<file path="src/rtl/gated_ratio_divider.sv">
module gated_ratio_divider #(
  parameter bit WIDE = 1'b0
) (
  input  logic                      clk_i,
  input  logic                      rst_ni,
  input  logic                      div_we_i,
  input  logic                      en_we_i,
  input  logic [(WIDE ? 6 : 5)-1:0] wdata_i,
  output logic [(WIDE ? 6 : 5)-1:0] div_o,
  output logic [7:0]                stat_o,
  output logic                      clk_o
);
  localparam int FW = WIDE ? 6 : 5;
  localparam int RW = WIDE ? 12 : 6;

  function automatic logic [RW-1:0] decode(input logic [FW-1:0] f);
    logic [4:0] m;
    m = f[4:0];
    if (WIDE && f[FW-1])
      decode = (m == 5'd0) ? RW'(64) : RW'({m, 6'b0});
    else
      decode = (m == 5'd0) ? RW'(WIDE ? 64 : 32) : RW'(m);
  endfunction

  logic [FW-1:0] div_q;
  logic [RW-1:0] act_q, cnt_q, act_n, cnt_n;
  logic          pend_q, en_q, g_q, g_lo, g_n, out_q, pe;

  assign pe    = (cnt_q == act_q - RW'(1));
  assign act_n = (pe && pend_q) ? decode(div_q) : act_q;
  assign cnt_n = pe ? '0 : cnt_q + RW'(1);
  assign g_n   = pe ? en_q : g_q;

  always_ff @(posedge clk_i or negedge rst_ni) begin
    if (!rst_ni) begin
      div_q  <= '0;
      act_q  <= decode('0);
      cnt_q  <= '0;
      pend_q <= 1'b0;
      en_q   <= 1'b0;
      g_q    <= 1'b0;
      out_q  <= 1'b0;
    end else begin
      act_q <= act_n;
      cnt_q <= cnt_n;
      g_q   <= g_n;
      out_q <= g_n && (cnt_n < (act_n >> 1));
      if (pe) pend_q <= 1'b0;
      if (div_we_i && !pend_q) begin
        div_q  <= wdata_i;
        pend_q <= 1'b1;
      end
      if (en_we_i) en_q <= wdata_i[0];
    end
  end

  always_ff @(negedge clk_i or negedge rst_ni) begin
    if (!rst_ni) g_lo <= 1'b0;
    else         g_lo <= g_q;
  end

  assign clk_o  = (act_q == RW'(1)) ? (clk_i & g_lo) : out_q;
  assign div_o  = div_q;
  assign stat_o = {3'b000, pend_q, pend_q, 2'b00, en_q};
endmodule


</file>
<file path="config.mk">
export PLATFORM = sky130hd
export DESIGN_NAME = gated_ratio_divider
export DESIGN_NICKNAME = d
export VERILOG_FILES = /design/src/rtl/gated_ratio_divider.sv
export SDC_FILE = /design/constraint.sdc
export NUM_CORES = 1
export LEC_CHECK = 0
export BUFFER_PORTS_ARGS = -buffer_cell sky130_fd_sc_hd__buf_2
export CAP_MARGIN = 20
export CORE_MARGIN = 2
export CORE_UTILIZATION = 45
export DETAILED_ROUTE_END_ITERATION = 8
export PLACE_DENSITY = 0.74
export SLEW_MARGIN = 20
export SYNTH_ARGS = -nofsm -noshare
export SYNTH_HDL_FRONTEND = slang
export SYNTH_SLANG_ARGS = --single-unit
</file>
<file path="constraint.sdc">
create_clock -name clk_i -period 3.9 [get_ports clk_i]
set_input_delay 0.78 -clock clk_i [delete_from_list [all_inputs] [get_ports clk_i]]
set_output_delay 0.78 -clock clk_i [all_outputs]
set_load 0.01 [all_outputs]
</file>
==> impl_metrics.json <==
{
  "clkTransAtPathRegs_ns": 0.13,
  "use_met1_pct": 20.6,
  "antenna_found_initial": 0,
  "ys_warn_count": 0,
  "crit_start": "g_lo$_DFF_NN0_",
  "routed_via_density": 5.33,
  "dr.pass1.iters": 4,
  "synth.distinct_cells": 39,
  "nNetsFinal": 154,
  "first_global_vias": 987,
  "n_antenna_cell": 0,
  "cp_max_fo": 1,
  "setup_ws_ns": -0.0893,
  "io_pins": 23,
  "met3_usage_pct": 6.03,
  "drive_gt1_share_pct": 32.1,
  "synth_cells": 118,
  "power_mw": 0.497,
  "top_usage_layer": "met2",
  "hold_class": "primary input to asynchronous set/reset pin",
  "final_cells": 168,
  "r2r_slack_ns": 0.83,
  "cts_tree": "yes",
  "ys_ff_latch": 22,
  "start_kind": "flip-flop",
  "syn_area_um2": 1310,
  "reg2reg_depth": 9,
  "final-hold-violation-count": 0,
  "grt_setup_unrepaired": "yes",
  "vias": 895,
  "grt_pass1_wl_mm": 4.26,
  "multi_input_area_um2": 679,
  "coreArea_um2": 2760,
  "rows": 19,
  "grt_overflow": 0,
  "fin_worst_skew_ns": 0.00827,
  "mostFrequentLayoutCells": "20 x dfrtp_1, 17 x buf_2, 8 x inv_1, 8 x nor2_1",
  "die_area_um2": 3370,
  "leakagePower_nw": 0.737,
  "utilization_pct": 53.2,
  "seqCellArea_um2": 552,
  "cp_data_arrival_time_ns": 3.21,
  "grt_usage_pct": 17.5,
  "dieHeight_um": 58.0,
  "ant_nets": 0,
  "use_met2_pct": 26.3,
  "postCtsSetupBuffers": 0,
  "critPathRequiredTime_ns": 3.12,
  "critPathKind": "flip-flop to output port",
  "ir_drop_v": 0.000336,
  "grt_max_degree": 22,
  "first_iter_violations": 18,
  "drv_cap": 0,
  "gp_congestion": 0.831,
  "critPathCapture": "clk_o",
  "outcome": "finished, violations left",
  "endpoint_kind": "output port",
  "fill_cells": 241,
  "r2r-end": "out_q$_DFF_PN0_",
  "insertion_delay_ns": 0.42,
  "wl_mm": 2.34,
  "violations": "negative setup slack",
  "initial_core_util_pct": 47.6,
  "fin_setup_tns_ns": -0.0893,
  "synth.avg_cell_area_um2": 11.1,
  "dp.cells": 161,
  "slew_violations": 0,
  "drc_errors": 0,
  "areaGrowthSynthToFinish_pct": 11.7,
  "layout_commonest_cell": "dfrtp_1",
  "die_w_um": 58.0,
  "routedWlPerCell_um": 13.9,
  "setup_violations": 2,
  "hpwlAfterDp_mm": 1.71,
  "ys_seq_area_share_pct": 42.0,
  "place_ws_ns": 0.432,
  "r2r-start": "act_q[2]$_DFF_PN0_",
  "io_buffer_count": 17,
  "p_per_area_nw_per_um2": 339
}
[logic make-up after synthesis]
family | after synthesis | share of synthesized area [%]
AOI/OAI and AO/OA | 14 | 10.9
xor gates and xnor gates | 10 | 6.67
adders and majority gates | 7 | 6.67
buffers and inverters | 18 | 7.81
DFF | 22 | 42.0
muxes | 13 | 11.3
other | 1 | 0.285
and+or+nand+nor | 33 | 14.4
[flip-flops by register name, summed over array words and instances (netlist names)]
signal  flops
act_q       6
cnt_q       6
div_o       5
en_q        1
g_lo        1
g_q         1
out_q       1
pend_q      1
[cell usage after synthesis (all sizes together)]
master,n,share of area [%]
nand3,4,1.5
conb,1,0.29
mux2i,4,3.0
ha,7,6.7
dfrtn,1,1.9
a21o,2,1.1
and3b,1,0.76
buf,10,5.5
nor2,8,2.3
nand4,1,0.48
inv,8,2.3
and2b,1,0.57
a31oi,2,2.1
nor3,1,0.38
o221a,1,0.86
a211oi,1,1.5
or3,2,1.3
nand2b,1,0.48
o21ai,3,1.1
mux2,9,8.3
dfrtp,20,38
o21a,1,0.57
o31ai,2,2.2
o2111ai,1,0.67
xnor2,5,3.3
or4,2,1.4
xor2,5,3.3
and3,3,1.4
a311oi,1,0.67
nand2,6,2.3
dfstp,1,2.0
nor2b,3,1.4
[metrics by stage]
step | hold WS [ns] | instance area, µm²
floorplan | 0.484 | 1330
global placement | 0.510 | 1390
detailed placement | 0.528 | 1390
CTS | 0.328 | 1470
global route | 0.330 | 1470
finish | 0.320 | 1470
[repair_timing]
| item | 4_1_cts | 5_1_grt |
|---|---|---|
| hold buffers | 0 | 0 |
| endpoints found under the setup margin | 2 | 2 |
| resized for setup | 1 | 0 |
[final cells by class]
type / count / share of cell area, %
sequential: 22 / 37.6
tap: 31 / 2.64
inverter: 8 / 2.05
clock buffer: 7 / 3.41
timing repair buffer: 17 / 5.97
multi-input combinational: 82 / 46.3
clock inverter: 1 / 2.05
[worst min path at each step]
stage               cells past startpoint              from  slack, ns                   end
floorplan                               0            rst_ni       0.48  act_q[0]$_DFFE_PN0N_
global placement                        1  en_q$_DFFE_PN0P_       0.51         g_q$_DFF_PN0_
detailed placement                      1  en_q$_DFFE_PN0P_       0.53         g_q$_DFF_PN0_
CTS                                     2            rst_ni       0.33  div_o[3]$_DFFE_PN0P_
global route                            2            rst_ni       0.33  div_o[3]$_DFFE_PN0P_
finish                                  2            rst_ni       0.32  div_o[0]$_DFFE_PN0P_
[where the power goes]
part           internal, mW  switching [mW]  total, mW
combinational        0.0147          0.0168     0.0315
clock                 0.138          0.0832      0.221
sequential            0.236         0.00874      0.245
[critical path, stage by stage (launching register included)]
cell and delay (ns):
dfrtn_1 0.41, nand2_1 0.06, o31ai_2 0.19, buf_2 0.17
[metal layers]
metal,wire length [µm],vias up
li1,-,438
met3,87,8
met5,0,-
met1,1080,427
met2,1110,22
met4,61,0
No activity file was read; power rests on OpenSTA's default activity.
